==> src/rtl/flash_cmd_pkg.sv <==
package flash_cmd_pkg;

   localparam logic [7:0] CODE_UNLOCK_1 = 8'hAA;
   localparam logic [7:0] CODE_UNLOCK_2 = 8'h55;
   localparam logic [7:0] CODE_RESET    = 8'hF0;
   localparam logic [7:0] CODE_IDENT    = 8'h90;
   localparam logic [7:0] CODE_PROGRAM  = 8'hA0;
   localparam logic [7:0] CODE_ERASE    = 8'h80;
   localparam logic [7:0] CODE_CHIP     = 8'h10;
   localparam logic [7:0] CODE_SECTOR   = 8'h30;
   localparam logic [7:0] CODE_FAST     = 8'h20;
   localparam logic [7:0] CODE_SUSPEND  = 8'hB0;
   localparam logic [7:0] CODE_RESUME   = 8'h30;
   localparam logic [7:0] CODE_ALT_EXIT = 8'h00;

   typedef enum logic [1:0] {
      MODE_ARRAY   = 2'd0,
      MODE_IDENT   = 2'd1,
      MODE_STATUS  = 2'd2,
      MODE_SUSPEND = 2'd3
   } fcd_mode_e;

   typedef enum logic [1:0] {
      KIND_NONE   = 2'd0,
      KIND_PROG   = 2'd1,
      KIND_CHIP   = 2'd2,
      KIND_SECTOR = 2'd3
   } fcd_kind_e;

   typedef enum logic [3:0] {
      SEQ_IDLE   = 4'd0,
      SEQ_UNLK1  = 4'd1,
      SEQ_UNLK2  = 4'd2,
      SEQ_PGM    = 4'd3,
      SEQ_ERS0   = 4'd4,
      SEQ_ERS1   = 4'd5,
      SEQ_ERS2   = 4'd6,
      SEQ_FPGM   = 4'd7,
      SEQ_FEXIT  = 4'd8
   } fcd_seq_e;

   typedef enum logic [2:0] {
      OP_IDLE = 3'd0,
      OP_PROG = 3'd1,
      OP_CHIP = 3'd2,
      OP_SECT = 3'd3,
      OP_HELD = 3'd4
   } fcd_op_e;

   typedef struct packed {
      logic to_array;
      logic to_ident;
      logic do_prog;
      logic do_chip;
      logic do_sect;
   } fcd_event_t;

endpackage

==> src/rtl/fcd_addr_match.sv <==
module fcd_addr_match #(
   parameter int              KEY_W        = 11,
   parameter logic [KEY_W-1:0] KEY_A       = 11'h555,
   parameter logic [KEY_W-1:0] KEY_B       = 11'h2AA,
   parameter bit              BYTE_MODE_EN = 1'b1
) (
   input  logic [KEY_W:0] addr,
   input  logic           byte_mode,
   output logic           hit_a,
   output logic           hit_b
);

   localparam logic [KEY_W:0] BYTE_KEY_A = {KEY_A, 1'b0};
   localparam logic [KEY_W:0] BYTE_KEY_B = {KEY_B, 1'b1};

   logic word_a, word_b;
   assign word_a = (addr[KEY_W-1:0] == KEY_A);
   assign word_b = (addr[KEY_W-1:0] == KEY_B);

   generate
      if (BYTE_MODE_EN) begin : g_dual
         logic byte_a, byte_b;
         assign byte_a = (addr == BYTE_KEY_A);
         assign byte_b = (addr == BYTE_KEY_B);
         assign hit_a  = byte_mode ? byte_a : word_a;
         assign hit_b  = byte_mode ? byte_b : word_b;
      end else begin : g_word_only
         logic unused_sel;
         assign unused_sel = byte_mode ^ addr[KEY_W];
         assign hit_a = word_a;
         assign hit_b = word_b;
      end
   endgenerate

endmodule

==> src/rtl/fcd_seq_fsm.sv <==
module fcd_seq_fsm
   import flash_cmd_pkg::*;
(
   input  logic       clk,
   input  logic       rst_n,
   input  logic       accept,
   input  logic [7:0] cmd,
   input  logic       hit_a,
   input  logic       hit_b,
   output fcd_event_t ev,
   output logic       fast_o
);

   fcd_seq_e state_q, state_d;
   logic     fast_q, fast_d;

   always_comb begin
      state_d = state_q;
      fast_d  = fast_q;
      ev      = '0;
      if (accept) begin
         state_d = SEQ_IDLE;
         unique case (state_q)
            SEQ_IDLE: begin
               if (fast_q) begin
                  if (cmd == CODE_PROGRAM)    state_d = SEQ_FPGM;
                  else if (cmd == CODE_IDENT) state_d = SEQ_FEXIT;
                  else                        ev.to_array = 1'b1;
               end else if (hit_a && cmd == CODE_UNLOCK_1) begin
                  state_d = SEQ_UNLK1;
               end else begin
                  // a lone reset code and any stray write both land here
                  ev.to_array = 1'b1;
               end
            end
            SEQ_UNLK1: begin
               if (hit_b && cmd == CODE_UNLOCK_2) state_d = SEQ_UNLK2;
               else                               ev.to_array = 1'b1;
            end
            SEQ_UNLK2: begin
               if (!hit_a) begin
                  ev.to_array = 1'b1;
               end else begin
                  unique case (cmd)
                     CODE_RESET:   ev.to_array = 1'b1;
                     CODE_IDENT:   ev.to_ident = 1'b1;
                     CODE_PROGRAM: state_d = SEQ_PGM;
                     CODE_ERASE:   state_d = SEQ_ERS0;
                     CODE_FAST: begin
                        fast_d      = 1'b1;
                        ev.to_array = 1'b1;
                     end
                     default:      ev.to_array = 1'b1;
                  endcase
               end
            end
            SEQ_PGM, SEQ_FPGM: ev.do_prog = 1'b1;
            SEQ_ERS0: begin
               if (hit_a && cmd == CODE_UNLOCK_1) state_d = SEQ_ERS1;
               else                               ev.to_array = 1'b1;
            end
            SEQ_ERS1: begin
               if (hit_b && cmd == CODE_UNLOCK_2) state_d = SEQ_ERS2;
               else                               ev.to_array = 1'b1;
            end
            SEQ_ERS2: begin
               if (hit_a && cmd == CODE_CHIP)   ev.do_chip = 1'b1;
               else if (cmd == CODE_SECTOR)     ev.do_sect = 1'b1;
               else                             ev.to_array = 1'b1;
            end
            SEQ_FEXIT: begin
               if (cmd == CODE_RESET || cmd == CODE_ALT_EXIT) fast_d = 1'b0;
               ev.to_array = 1'b1;
            end
            default: ev.to_array = 1'b1;
         endcase
      end
   end

   always_ff @(posedge clk or negedge rst_n) begin
      if (!rst_n) begin
         state_q <= SEQ_IDLE;
         fast_q  <= 1'b0;
      end else begin
         state_q <= state_d;
         fast_q  <= fast_d;
      end
   end

   assign fast_o = fast_q;

endmodule

==> src/rtl/fcd_op_tracker.sv <==
module fcd_op_tracker
   import flash_cmd_pkg::*;
#(
   parameter int ADDR_W = 21,
   parameter int DATA_W = 16
) (
   input  logic              clk,
   input  logic              rst_n,
   input  logic              wr_valid,
   input  logic [7:0]        cmd,
   input  logic              busy,
   input  fcd_event_t        ev,
   input  logic [ADDR_W-1:0] wr_addr,
   input  logic [DATA_W-1:0] wr_data,
   output logic              cmd_open,
   output logic [1:0]        mode_o,
   output logic              start_o,
   output logic [1:0]        kind_o,
   output logic [ADDR_W-1:0] op_addr_o,
   output logic [DATA_W-1:0] op_data_o,
   output logic              suspend_o,
   output logic              resume_o
);

   fcd_op_e   op_q;
   fcd_mode_e mode_q;
   fcd_kind_e kind_q;
   logic      busy_q;
   logic      busy_fall;
   logic      launch;
   logic      start_q, suspend_q, resume_q;
   logic [ADDR_W-1:0] addr_q;
   logic [DATA_W-1:0] data_q;

   assign busy_fall = busy_q & ~busy;
   assign launch    = ev.do_prog | ev.do_chip | ev.do_sect;
   assign cmd_open  = (op_q == OP_IDLE) & ~busy;

   always_ff @(posedge clk or negedge rst_n) begin
      if (!rst_n) begin
         op_q      <= OP_IDLE;
         mode_q    <= MODE_ARRAY;
         kind_q    <= KIND_NONE;
         busy_q    <= 1'b0;
         start_q   <= 1'b0;
         suspend_q <= 1'b0;
         resume_q  <= 1'b0;
         addr_q    <= '0;
         data_q    <= '0;
      end else begin
         busy_q    <= busy;
         start_q   <= 1'b0;
         suspend_q <= 1'b0;
         resume_q  <= 1'b0;
         unique case (op_q)
            OP_IDLE: begin
               if (launch) begin
                  start_q <= 1'b1;
                  addr_q  <= wr_addr;
                  data_q  <= wr_data;
                  mode_q  <= MODE_STATUS;
                  if (ev.do_prog) begin
                     op_q   <= OP_PROG;
                     kind_q <= KIND_PROG;
                  end else if (ev.do_chip) begin
                     op_q   <= OP_CHIP;
                     kind_q <= KIND_CHIP;
                  end else begin
                     op_q   <= OP_SECT;
                     kind_q <= KIND_SECTOR;
                  end
               end else if (ev.to_ident) begin
                  mode_q <= MODE_IDENT;
               end else if (ev.to_array) begin
                  mode_q <= MODE_ARRAY;
               end
            end
            OP_PROG, OP_CHIP: begin
               if (busy_fall) begin
                  op_q   <= OP_IDLE;
                  mode_q <= MODE_ARRAY;
               end
            end
            OP_SECT: begin
               // completion outranks a suspend landing on the same edge
               if (busy_fall) begin
                  op_q   <= OP_IDLE;
                  mode_q <= MODE_ARRAY;
               end else if (wr_valid && cmd == CODE_SUSPEND) begin
                  op_q      <= OP_HELD;
                  mode_q    <= MODE_SUSPEND;
                  suspend_q <= 1'b1;
               end
            end
            OP_HELD: begin
               if (wr_valid && cmd == CODE_RESUME) begin
                  op_q     <= OP_SECT;
                  mode_q   <= MODE_STATUS;
                  resume_q <= 1'b1;
               end
            end
            default: begin
               op_q   <= OP_IDLE;
               mode_q <= MODE_ARRAY;
            end
         endcase
      end
   end

   assign mode_o    = mode_q;
   assign kind_o    = kind_q;
   assign start_o   = start_q;
   assign suspend_o = suspend_q;
   assign resume_o  = resume_q;
   assign op_addr_o = addr_q;
   assign op_data_o = data_q;

endmodule

==> src/rtl/flash_cmd_decoder.sv <==
module flash_cmd_decoder
   import flash_cmd_pkg::*;
#(
   parameter int               ADDR_W       = 21,
   parameter int               DATA_W       = 16,
   parameter int               CMD_W        = 8,
   parameter int               KEY_W        = 11,
   parameter logic [KEY_W-1:0] KEY_A        = 11'h555,
   parameter logic [KEY_W-1:0] KEY_B        = 11'h2AA,
   parameter bit               BYTE_MODE_EN = 1'b1
) (
   input  logic              clk,
   input  logic              rst_n,
   input  logic              wr_valid,
   input  logic [ADDR_W-1:0] wr_addr,
   input  logic [DATA_W-1:0] wr_data,
   input  logic              byte_mode,
   input  logic              busy,
   output logic [1:0]        mode_o,
   output logic              fast_o,
   output logic              start_o,
   output logic [1:0]        kind_o,
   output logic [ADDR_W-1:0] op_addr_o,
   output logic [DATA_W-1:0] op_data_o,
   output logic              suspend_o,
   output logic              resume_o
);

   localparam int MATCH_W = KEY_W + 1;

   generate
      if (CMD_W != 8) begin : g_bad_cmd
         $error("CMD_W must be 8: command codes are byte wide");
      end
      if (DATA_W < CMD_W) begin : g_bad_data
         $error("DATA_W must cover the command byte");
      end
      if (ADDR_W < MATCH_W) begin : g_bad_addr
         $error("ADDR_W must cover the byte-mode key compare");
      end
      if (KEY_A == KEY_B) begin : g_bad_key
         $error("unlock keys must differ");
      end
   endgenerate

   logic [CMD_W-1:0] cmd;
   logic             hit_a, hit_b;
   logic             cmd_open, accept;
   fcd_event_t       ev;

   assign cmd    = wr_data[CMD_W-1:0];
   assign accept = wr_valid & cmd_open;

   fcd_addr_match #(
      .KEY_W       (KEY_W),
      .KEY_A       (KEY_A),
      .KEY_B       (KEY_B),
      .BYTE_MODE_EN(BYTE_MODE_EN)
   ) u_match (
      .addr     (wr_addr[MATCH_W-1:0]),
      .byte_mode(byte_mode),
      .hit_a    (hit_a),
      .hit_b    (hit_b)
   );

   fcd_seq_fsm u_seq (
      .clk   (clk),
      .rst_n (rst_n),
      .accept(accept),
      .cmd   (cmd),
      .hit_a (hit_a),
      .hit_b (hit_b),
      .ev    (ev),
      .fast_o(fast_o)
   );

   fcd_op_tracker #(
      .ADDR_W(ADDR_W),
      .DATA_W(DATA_W)
   ) u_ops (
      .clk      (clk),
      .rst_n    (rst_n),
      .wr_valid (wr_valid),
      .cmd      (cmd),
      .busy     (busy),
      .ev       (ev),
      .wr_addr  (wr_addr),
      .wr_data  (wr_data),
      .cmd_open (cmd_open),
      .mode_o   (mode_o),
      .start_o  (start_o),
      .kind_o   (kind_o),
      .op_addr_o(op_addr_o),
      .op_data_o(op_data_o),
      .suspend_o(suspend_o),
      .resume_o (resume_o)
   );

endmodule

==> config.mk <==
export PLATFORM = sky130hd
export DESIGN_NAME = flash_cmd_decoder
export DESIGN_NICKNAME = d
export VERILOG_FILES = /design/src/rtl/flash_cmd_pkg.sv /design/src/rtl/fcd_addr_match.sv /design/src/rtl/fcd_seq_fsm.sv /design/src/rtl/fcd_op_tracker.sv /design/src/rtl/flash_cmd_decoder.sv
export SDC_FILE = /design/constraint.sdc
export NUM_CORES = 1
export LEC_CHECK = 0
export CAP_MARGIN = 20
export CORE_ASPECT_RATIO = 1.25
export CORE_UTILIZATION = 25
export DETAILED_ROUTE_END_ITERATION = 8
export GPL_ROUTABILITY_DRIVEN = 0
export MAX_ROUTING_LAYER = met4
export PLACE_DENSITY = 0.59
export SLEW_MARGIN = 20
export SYNTH_ARGS = -nofsm -noshare
export SYNTH_HDL_FRONTEND = slang
export SYNTH_SLANG_ARGS = --single-unit
==> constraint.sdc <==
create_clock -name clk -period 2.7 [get_ports clk]
set_clock_uncertainty 0.2 [all_clocks]
set_input_delay 0.81 -clock clk [delete_from_list [all_inputs] [get_ports clk]]
set_output_delay 0.81 -clock clk [all_outputs]
set_load 0.01 [all_outputs]
==> results.md, run 1 <==
* Slew at the pin with the worst max-slew slack at 521 ps
* Number of vias in the routed layout at about 2.3k
* Fraction of layout instances using a drive strength above 1 at 0.337
* Horizontal extent of the die at 93.1 um
* Final-report max-slew violation count at 0
* Global-route wire length before repair at ~11,000 um
* Power share of the sequential group at 0.496
* Maximum clock frequency at 377 MHz
* Placed wire-length estimate after detailed placement at 5200 um
* Initial standard-cell utilization of the core at 0.256
* Total Die Area at 0.0108 mm^2
* Finished Layout Cells at between 400 and 500
* Area of the placeable core at 0.0101 mm^2
* Type of the setup path with the least slack: in2reg
* DR iter-0 viols at 90
* Final min period at 2650 ps
* Hold Path Class: in2async
* End-of-flow core utilization at 0.416
* First-pass detailed-route iteration total at 4
* Most frequently used flop master after synthesis: sky130_fd_sc_hd__dfrtp_1
* GRT Resource Usage Total at 0.138
* Synthesis warning total at 0
* DRT antenna net count at 0
* Count of cells along the worst register-to-register path at 6
* Timing startpoint of the critical path: wr_data[1]
* Nature of the critical path startpoint: primary input
* Power after layout at 1.64 mW
* Leakage component of the power at 1.94 nW
* Most frequent cells after synthesis: sky130_fd_sc_hd__dfrtp_1, sky130_fd_sc_hd__mux2_2, sky130_fd_sc_hd__nand2_1
* Switching power at roughly 380 uW
* Most common cell in the synthesized netlist: sky130_fd_sc_hd__dfrtp_1
* Sort of element at the end of the critical path: register
* Internal portion of total power at 1.26 mW
* Ratio of total power to cell area at 390 mW/mm^2
* Number of endpoints failing setup at the final stage at 0
* Hold violation total from the final report at 0
* Logic gate share of total power at 0.126
* Max Fanout on Critical Path at 7
* Post-route fraction of the period consumed by the critical path at 0.983
* Sw Share at 0.232
* Synth top area cells: sky130_fd_sc_hd__dfrtp_1, sky130_fd_sc_hd__mux2_2, sky130_fd_sc_hd__nand2_1, sky130_fd_sc_hd__nand3_1, sky130_fd_sc_hd__nor2_1
* Clock-pin transition on the worst setup and hold timing paths at ~70 ps
* Routed WL per cell at 15.0 um
* Capture point of the worst path: u_ops.mode_o[0]
* Post-detailed-route via-to-cell ratio at about 4.8
* Root buffer cell: sky130_fd_sc_hd__clkbuf_16
* Number of maximum-capacitance violations at 0
* Clock net sink count at 53
* Worst R2R Start: u_seq.state_q[0]
* Htree depth at 2
* Arr. time, crit path at between 2000 and 3000 ps
* Number of buffers added by the clock tree synthesis step at 5
* Antenna violations before repair at 0
* Gate Count Post-Synth at 217
* Ant diodes at 0
* Yosys cell types at 50
* Number of cell rows at 41
* Required time of the critical path at 2670 ps
* Synthesis-to-finish area growth at 62.3%
* Via count of the first global-routing pass at 2,325
* Proportion of register bits with asynchronous set or reset after synthesis at 1.00
* Number of I/O port buffers at 86
* Y dimension of the die at around 120 um
* Clock insertion delay at the later pin of the skew report at 280 ps
* Mapped Area at 0.00259 mm^2
* Worst-case register-to-register setup slack at 300 ps
* Post-Synthesis Net Count at 259
* Pin count of the biggest net entering global routing at 25
* Yosys top cell area share at 0.512
* # IOs at 87
* Area post-placement at around 0.0039 mm^2
* Total routed wirelength at 7140 um
* Placed cell count at between 400 and 500
* Outcome: complete, no violations
* Count of state elements after synthesis at 53
* Post-synth top area cell: sky130_fd_sc_hd__dfrtp_1
* Clock power frac at 0.379
* Clock tree from TritonCTS: done
* Residual DRC at 0
* Final design area excluding fillers at about 0.0042 mm^2
* GR Overflow Total at 0
* Destination of the worst register-to-register timing path: u_seq.fast_o
* Post-route setup TNS at 0 ps
* Per-instance average area after synthesis at 11.9 um^2
* Total number of nets in the final design at around 390
* Worst relative slew slack at 0.653
* Proportion of synthesized chip area in sequential cells at 0.512
* Worst supply voltage drop on vdd at 0.325 mV
* Number of hold-repair buffers added at the cts stage at 0
* Maximum root-to-sink buffer count at 2
* Count of flip-flops with a built-in enable after synthesis at 0
## worst max-delay path, cell delays in order
cell and delay [ps]:
sky130_fd_sc_hd__clkbuf_2 150, sky130_fd_sc_hd__nor4_4 310, sky130_fd_sc_hd__buf_4 170, sky130_fd_sc_hd__nand3b_4 120, sky130_fd_sc_hd__o311a_1 380, sky130_fd_sc_hd__nand3b_4 170, sky130_fd_sc_hd__a31oi_4 160, sky130_fd_sc_hd__mux2_1 340
## metrics by stage
step / worst slack [ps] / hold WS [ps]
after floorplan: 113 / 308
after global placement: -540 / 279
after detailed placement: -572 / 286
after CTS: -24.1 / 302
after global routing: -33.3 / 314
final: 45.6 / 292
## cells by family after synthesis
family,Yosys count,share of synthesized area
buf+inv,13,0.0212
compound gates,28,0.0859
flops,53,0.512
simple gates,79,0.191
mux,43,0.187
xor+xnor,1,0.00338
## metal layers
layer	vias up	wire [um]	track usage
met5	-	0	-
met4	0	105	0.0379
met3	9	239	0.0249
met2	66	3820	0.244
met1	1154	2970	0.159
li1	1070	-	-
## worst min path at each step
stage	to	slack [ps]	cells past startpoint
final	u_ops.op_addr_o[7]	290	1
after global routing	u_ops.kind_o[0]	310	1
after CTS	u_ops.kind_o[0]	300	1
after detailed placement	u_ops.kind_o[0]	290	1
after global placement	u_ops.kind_o[0]	280	1
after floorplan	u_ops.busy_q	310	0
## timing repair
action                                  4_1_cts  5_1_grt
endpoints found under the setup margin       43       34
pin swaps                                    10        8
gates resized for setup                      30       18
gates cloned                                  0        3
buffers inserted                              3        3
## power by group through the flow
stage / sequential (mW) / combinational (mW) / clock [mW]
finish: 0.812 / 0.206 / 0.621
detailed placement: 0.828 / 0.205 / 0
global placement: 0.828 / 0.202 / 0
global route: 0.814 / 0.226 / 0.671
floorplan: 0.829 / 0.0575 / 0
CTS: 0.812 / 0.202 / 0.647
## layout make-up
type,count,area [um^2]
Clock buffer,7,133
Clock inverter,1,7.51
Fill cell,989,5900
Inverter,7,26.3
Multi-Input combinational cell,151,1310
Sequential cell,53,1330
Tap cell,129,161
Timing Repair Buffer,128,1240
## layout by cell type (no fill, tap or decap), types with 3 or more instances in the layout
cell type,instances
sky130_fd_sc_hd__and4b_1,3
sky130_fd_sc_hd__and4bb_2,3
sky130_fd_sc_hd__buf_12,3
sky130_fd_sc_hd__buf_4,34
sky130_fd_sc_hd__clkbuf_16,8
sky130_fd_sc_hd__clkbuf_2,3
sky130_fd_sc_hd__clkdlybuf4s50_1,62
sky130_fd_sc_hd__dfrtp_1,53
sky130_fd_sc_hd__dlygate4sd2_1,16
sky130_fd_sc_hd__dlymetal6s2s_1,4
sky130_fd_sc_hd__inv_1,7
sky130_fd_sc_hd__mux2_1,3
sky130_fd_sc_hd__mux2_2,40
sky130_fd_sc_hd__nand2_1,15
sky130_fd_sc_hd__nand2b_1,3
sky130_fd_sc_hd__nand3_1,9
sky130_fd_sc_hd__nand4_1,5
sky130_fd_sc_hd__nor2_1,11
sky130_fd_sc_hd__nor3_1,4
sky130_fd_sc_hd__o21ai_0,5
## registers in the layout (all words and copies together) (netlist names)
name / cells
u_seq.state_q: 4
u_ops.suspend_o: 1
u_ops.op_addr_o: 21
u_ops.mode_o: 2
u_ops.busy_q: 1
u_ops.kind_o: 2
u_ops.op_q: 3
u_ops.start_o: 1
u_seq.fast_o: 1
u_ops.resume_o: 1
u_ops.op_data_o: 16
Note: power is estimated with default switching activity, not from simulation.
==> inputs of run 2 (changes only) <==
Settings changed: CTS_BUF_LIST set to sky130_fd_sc_hd__clkbuf_2.
==> run 2 against run 1 <==
Total power is 19% lower. Global-route usage is 0.23 points lower. Critical path type unchanged. Setup slack worse by 28 ps. Via count is 4.1% lower.
==> results.md, run 2 (synthesis results as in run 1) <==
* Routed WL per cell at 14.3 um (was 15.0 um)
* Total number of nets in the final design at 380 (was 388)
* Cell-by-cell trace of the critical path: clkdlybuf4s50_1, nor4b_4, nand4_1, o32a_1, a22oi_2, a31oi_2, mux2_1 (was clkbuf_2, nor4_4, buf_4, nand3b_4, o311a_1, nand3b_4, a31oi_4, mux2_1)
* Commonest non-fill, non-tap cell in the layout: sky130_fd_sc_hd__clkdlybuf4s50_1 (unchanged)
* Maximum root-to-sink buffer count at 2 (unchanged)
* Worst relative slew slack at 0.650 (was 0.653)
* Power share of the sequential group at 0.610 (was 0.496)
* Number of buffers added by the clock tree synthesis step at 5 (unchanged)
* Gate family responsible for the most delay along the worst path: compound AO/OA/AOI/OAI gates (was simple AND/OR/NAND/NOR gates)
* Antenna violations before repair at 0 (unchanged)
* Horizontal extent of the die at 93.1 um (unchanged)
* Outcome: complete, no violations (unchanged)
* Max Fanout on Critical Path at 3 (was 7)
* Fillers at 1,003 (was 989)
* Placed cell count at 459 (unchanged)
* First-pass detailed-route iteration total at 5 (was 4)
* Number of endpoints failing setup at the final stage at 0 (unchanged)
* Worst supply voltage drop on vdd at 0.149 mV (was 0.325 mV)
* Clock insertion delay at the later pin of the skew report at 420 ps (was 280 ps)
* Final min period at 2680 ps (was 2650 ps)
* Ratio of total power to cell area at 335 mW/mm^2 (was 390 mW/mm^2)
* GR Overflow Total at 0 (unchanged)
* Initial standard-cell utilization of the core at 0.256 (unchanged)
* Clock-pin transition on the worst setup and hold timing paths at 250 ps (was 70 ps)
* Number of hold-repair buffers added at the cts stage at 0 (unchanged)
* Clock power frac at 0.234 (was 0.379)
* Pin count of the biggest net entering global routing at 25 (unchanged)
* Clock net sink count at 53 (unchanged)
* Clock tree from TritonCTS: done (unchanged)
* Area of the placeable core at 0.0101 mm^2 (unchanged)
* Flip-flop and latch area at 0.00133 mm^2 (unchanged)
* Power after layout at 1.33 mW (was 1.64 mW)
* Arr. time, crit path at 2830 ps (was 2620 ps)
* Worst slack on hold paths at 111 ps (was 292 ps)
* Logic gate share of total power at 0.156 (was 0.126)
* DR iter-0 viols at 78 (was 90)
* Sort of element at the end of the critical path: register (unchanged)
* Final design area excluding fillers at 0.00399 mm^2 (was 0.00421 mm^2)
* Nature of the critical path startpoint: primary input (unchanged)
* DRT antenna net count at 0 (unchanged)
* Required time of the critical path at 2850 ps (was 2670 ps)
* Area post-placement at 0.00386 mm^2 (unchanged)
* RSZ-0062 raised after global routing: false
* Ant diodes at 0 (unchanged)
* Number of I/O port buffers at 86 (unchanged)
* Number of maximum-capacitance violations at 0 (unchanged)
* Root buffer cell: sky130_fd_sc_hd__clkbuf_2 (was sky130_fd_sc_hd__clkbuf_16)
* Global-route wire length before repair at 11,200 um (was 11,300 um)
* Synthesis-to-finish area growth at 53.9% (was 62.3%)
* Post-detailed-route via-to-cell ratio at 4.71 (was 4.83)
* Type of the setup path with the least slack: in2reg (unchanged)
* Htree depth at 2 (unchanged)
* Post-route setup TNS at 0 ps (unchanged)
* Slowest CP cell: sky130_fd_sc_hd__clkdlybuf4s50_1 (was sky130_fd_sc_hd__o311a_1)
* Maximum clock frequency at 373 MHz (was 377 MHz)
* Internal portion of total power at 994 uW (was 1.26 mW)
* Hold violation total from the final report at 0 (unchanged)
* Area used by multi-input combinational logic at 0.00128 mm^2 (was 0.00131 mm^2)
* # IOs at 87 (unchanged)
* Residual DRC at 0 (unchanged)
* Placed wire-length estimate after detailed placement at 5200 um (unchanged)
* Final-report max-slew violation count at 0 (unchanged)
* Via count of the first global-routing pass at 2,323 (was 2,325)
* Number of buffers and inverters on the critical path at 1 (was 2)
* Number of cell rows at 41 (unchanged)
* Slew at the pin with the worst max-slew slack at 524 ps (was 521 ps)
* Fraction of layout instances using a drive strength above 1 at 0.310 (was 0.337)
* Switching power at 340 uW (was 380 uW)
* Leakage component of the power at 1.77 nW (was 1.94 nW)
* Finished Layout Cells at 468 (was 476)
* Post-route fraction of the period consumed by the critical path at 0.993 (was 0.983)
* Most frequent cells in the layout: sky130_fd_sc_hd__clkdlybuf4s50_1, sky130_fd_sc_hd__dfrtp_1, sky130_fd_sc_hd__mux2_2 (unchanged)
* Number of vias in the routed layout at 2,205 (was 2,299)
* Y dimension of the die at 116 um (unchanged)
* Max reg flops at 21 (unchanged)
* GRT Resource Usage Total at 0.135 (was 0.138)
* Slowest stage delay, CP at 480 ps (was 380 ps)
* Sw Share at 0.255 (was 0.232)
* Total Die Area at 0.0108 mm^2 (unchanged)
* Hold Path Class: in2async (unchanged)
* Total routed wirelength at 6700 um (was 7140 um)
run 2: worst reg2reg max path: cells and delay by family (launching register included):
family | cells | cell delay, ps
and+or+nand+nor | 3 | 1010
DFF | 1 | 490
AOI/OAI and AO/OA | 2 | 300
muxes | 1 | 330
run 2: repair_timing:
| item | 4_1_cts | 5_1_grt |
|---|---|---|
| resized for setup | 9 | 6 |
| endpoints found under the setup margin | 35 | 35 |
| setup buffers | 0 | 1 |
| pin swaps | 3 | 4 |
run 2: power by group through the flow:
stage	combinational, mW	clock [mW]	sequential (mW)
5_1_grt	0.229	0.366	0.817
3_5_place_dp	0.205	0	0.828
2_1_floorplan	0.0575	0	0.829
3_3_place_gp	0.202	0	0.828
6_report	0.208	0.312	0.814
4_1_cts	0.209	0.343	0.815
run 2: path summary, 6_finish.rpt:
kind	start	endpoint	slack (ps)	cells after the start
hold reg to reg	u_ops.kind_o[0]	u_ops.kind_o[0]	330	1
min in group clk	u_ops.kind_o[0]	u_ops.kind_o[0]	330	1
setup reg to reg	u_seq.state_q[0]	u_seq.fast_o	290	6
hold / removal	rst_n	u_ops.kind_o[1]	110	1
setup / recovery	wr_addr[8]	u_ops.mode_o[0]	20	7
max in group asynchronous	rst_n	u_seq.state_q[2]	1540	2
run 2: layout make-up:
class,count,area share
inverter,7,0.00659
timing repair buffer,120,0.289
sequential,53,0.333
tap,129,0.0405
clock buffer,7,0.00879
clock inverter,1,0.00188
multi-input combinational,151,0.321
run 2: metal layers:
layer / global-route usage / wire length [um] / share of wire / up-vias
met5: - / 0 / 0 / -
met2: 0.241 / 3550 / 0.53 / 61
met4: 0.0338 / 65 / 0.0097 / 0
met3: 0.0217 / 266 / 0.040 / 5
met1: 0.158 / 2810 / 0.42 / 1095
li1: - / - / - / 1044
run 2: stage by stage:
stage               setup slack, ps  utilization
floorplan                       113            -
global placement               -540        0.382
detailed placement             -572        0.382
CTS                            10.1        0.391
global route                   11.7        0.395
finish                         17.9        0.395
==> inputs of run 3 (changes only) <==
Settings changed: PLACE_DENSITY 0.59 to 0.61.
Clock period 2.7 ns to 2.3 ns, I/O delays scaled along.
==> run 3 against run 2 <==
Via count increased by 5.4%. Clock-buffer cell count did not move. Sequential share of layout area is 2.3 points lower. Register-to-register slack lost 190 ps. Sequential power grew 17%. Routed wire length rose by 6.6%. Die area stayed put.
==> results.md, run 3 (synthesis results as in run 1) <==
* Outcome: complete, no violations (unchanged)
* Placed wire-length estimate after detailed placement at 5290 um (was 5200 um)
* Sort of element at the end of the critical path: register (unchanged)
* Number of buffers and inverters on the critical path at 2 (was 1)
* Global-route wire length before repair at 11,100 um (was 11,200 um)
* Htree depth at 2 (unchanged)
* # IOs at 87 (unchanged)
* Type of the setup path with the least slack: in2reg (unchanged)
* Hold violation total from the final report at 0 (unchanged)
* Slowest stage delay, CP at 310 ps (was 480 ps)
* Slowest CP cell: sky130_fd_sc_hd__and4bb_2 (was sky130_fd_sc_hd__clkdlybuf4s50_1)
* Ratio of total power to cell area at 371 mW/mm^2 (was 335 mW/mm^2)
* Post-route fraction of the period consumed by the critical path at 0.988
* Worst supply voltage drop on vdd at 0.180 mV (was 0.149 mV)
* Number of cell rows at 41 (unchanged)
* GRT Resource Usage Total at 0.134 (was 0.135)
* Leakage component of the power at 2.38 nW (was 1.77 nW)
* Total Die Area at 0.0108 mm^2 (unchanged)
* DR iter-0 viols at 102 (was 78)
* Max reg flops at 21 (unchanged)
* Clock insertion delay at the later pin of the skew report at 440 ps (was 420 ps)
* Arr. time, crit path at 2440 ps (was 2830 ps)
* Maximum root-to-sink buffer count at 2 (unchanged)
* Number of I/O port buffers at 86 (unchanged)
* Final-report max-slew violation count at 0 (unchanged)
* Nature of the critical path startpoint: primary input (unchanged)
* Area of the placeable core at 0.0101 mm^2 (unchanged)
* Maximum clock frequency at 440 MHz
* Final design area excluding fillers at 0.00428 mm^2 (was 0.00399 mm^2)
* Antenna violations before repair at 0 (unchanged)
* Fraction of layout instances using a drive strength above 1 at 0.401 (was 0.310)
* Clock tree from TritonCTS: done (unchanged)
* Cell-by-cell trace of the critical path: clkdlybuf4s15_1, and4bb_2, nand4_1, buf_4, a21boi_2, o2111a_2, a31oi_4, mux2_4 (was clkdlybuf4s50_1, nor4b_4, nand4_1, o32a_1, a22oi_2, a31oi_2, mux2_1)
* End-of-flow core utilization at 0.424 (was 0.395)
* Gate family responsible for the most delay along the worst path: simple AND/OR/NAND/NOR gates (was compound AO/OA/AOI/OAI gates)
* Number of maximum-capacitance violations at 0 (unchanged)
* Most frequent cells in the layout: sky130_fd_sc_hd__buf_4, sky130_fd_sc_hd__dfrtp_1, sky130_fd_sc_hd__mux2_2 (was sky130_fd_sc_hd__clkdlybuf4s50_1, sky130_fd_sc_hd__dfrtp_1, sky130_fd_sc_hd__mux2_2)
* Worst relative slew slack at 0.767 (was 0.650)
* Number of endpoints failing setup at the final stage at 0 (unchanged)
* Clock-pin transition on the worst setup and hold timing paths at 260 ps (was 250 ps)
* Post-detailed-route via-to-cell ratio at 4.68 (was 4.71)
* Hold path depth at 2
* Root buffer cell: sky130_fd_sc_hd__clkbuf_2 (unchanged)
* Synthesis-to-finish area growth at 65.3% (was 53.9%)
* Placed cell count at 471 (was 459)
* Ant diodes at 0 (unchanged)
* Area post-placement at 0.00400 mm^2 (was 0.00386 mm^2)
* Slew at the pin with the worst max-slew slack at 347 ps (was 524 ps)
* Worst-case register-to-register setup slack at 100 ps (was 290 ps)
* Number of gates on the worst path with buffers counted at 8 (was 7)
* Hold Path Class: in2reg (was in2async)
* Routed WL per cell at 14.4 um (was 14.3 um)
* Required time of the critical path at 2470 ps (was 2850 ps)
* Count of cells along the worst register-to-register path at 6 (unchanged)
* Y dimension of the die at 116 um (unchanged)
* Clock net sink count at 53 (unchanged)
* Via count of the first global-routing pass at 2,354 (was 2,323)
* Final min period at around 2300 ps
* Total routed wirelength at 7140 um (was 6700 um)
* Initial standard-cell utilization of the core at 0.256 (unchanged)
* GR Overflow Total at 0 (unchanged)
* DRT antenna net count at 0 (unchanged)
* Residual DRC at 0 (unchanged)
* First-pass detailed-route iteration total at 4 (was 5)
* Number of buffers added by the clock tree synthesis step at 5 (unchanged)
* Max Fanout on Critical Path at 4 (was 3)
* Number of vias in the routed layout at 2,323 (was 2,205)
* Total number of nets in the final design at 408 (was 380)
* Finished Layout Cells at 496 (was 468)
* Pin count of the biggest net entering global routing at 28 (was 25)
* Horizontal extent of the die at 93.1 um (unchanged)
-- run 3: cell types whose count changed in the layout (fill, tap and decap cells not counted), sizes merged --
cell | previous run | this run
dlygate4sd2 | 2 | 38
buf | 35 | 63
dlygate4sd3 | 0 | 1
dlymetal6s2s | 2 | 16
clkbuf | 7 | 11
clkdlybuf4s50 | 81 | 20
clkdlybuf4s15 | 0 | 6
-- run 3: stage by stage --
stage               worst slack, ps  power, mW  TNS [ps]  hold WS (ps)
floorplan                      -150       1.04     -3520           194
finish                         27.1       1.59         0           287
global route                  -38.9       1.67     -38.9           292
CTS                           0.585       1.61         0           318
detailed placement             -833       1.23    -35700           281
global placement               -825       1.23    -32510           273
-- run 3: path summary, 6_finish.rpt --
| kind | start | end |
|---|---|---|
| setup reg to reg | u_seq.state_q[0] | u_seq.fast_o |
| setup / recovery | wr_addr[10] | u_ops.mode_o[1] |
| min in group asynchronous | rst_n | u_ops.op_data_o[5] |
| max in group asynchronous | rst_n | u_ops.op_data_o[1] |
| hold reg to reg | u_ops.op_addr_o[13] | u_ops.op_addr_o[13] |
| hold / removal | busy | u_ops.busy_q |
-- run 3: area by class of cell --
| type | count | area (um^2) |
|---|---|---|
| Clock buffer | 7 | 35.0 |
| Clock inverter | 1 | 7.51 |
| Fill cell | 990 | 5820 |
| Inverter | 7 | 26.3 |
| Multi-Input combinational cell | 151 | 1330 |
| Sequential cell | 53 | 1330 |
| Tap cell | 129 | 161 |
| Timing Repair Buffer | 148 | 1400 |
-- run 3: per-layer routing --
layer	vias to the layer above	global-route usage	routed length, um
met2	70	0.226	3650
met1	1146	0.167	3120
met3	5	0.0256	319
met4	0	0.0297	50
met5	-	-	0
li1	1102	-	-
-- run 3: repair_timing --
item / 4_1_cts / 5_1_grt
setup endpoints to repair: 74 / 57
gates resized for setup: 78 / 28
hold buffers: 1 / 0
hold endpoints to repair: 11 / 0
gates cloned: 0 / 3
setup buffers: 12 / 3
pin swaps: 19 / 13
-- run 3: where the power goes --
part	switching (mW)	internal [mW]	total [mW]
logic	0.114	0.144	0.259
clock network	0.290	0.0838	0.374
registers	0.00937	0.946	0.956
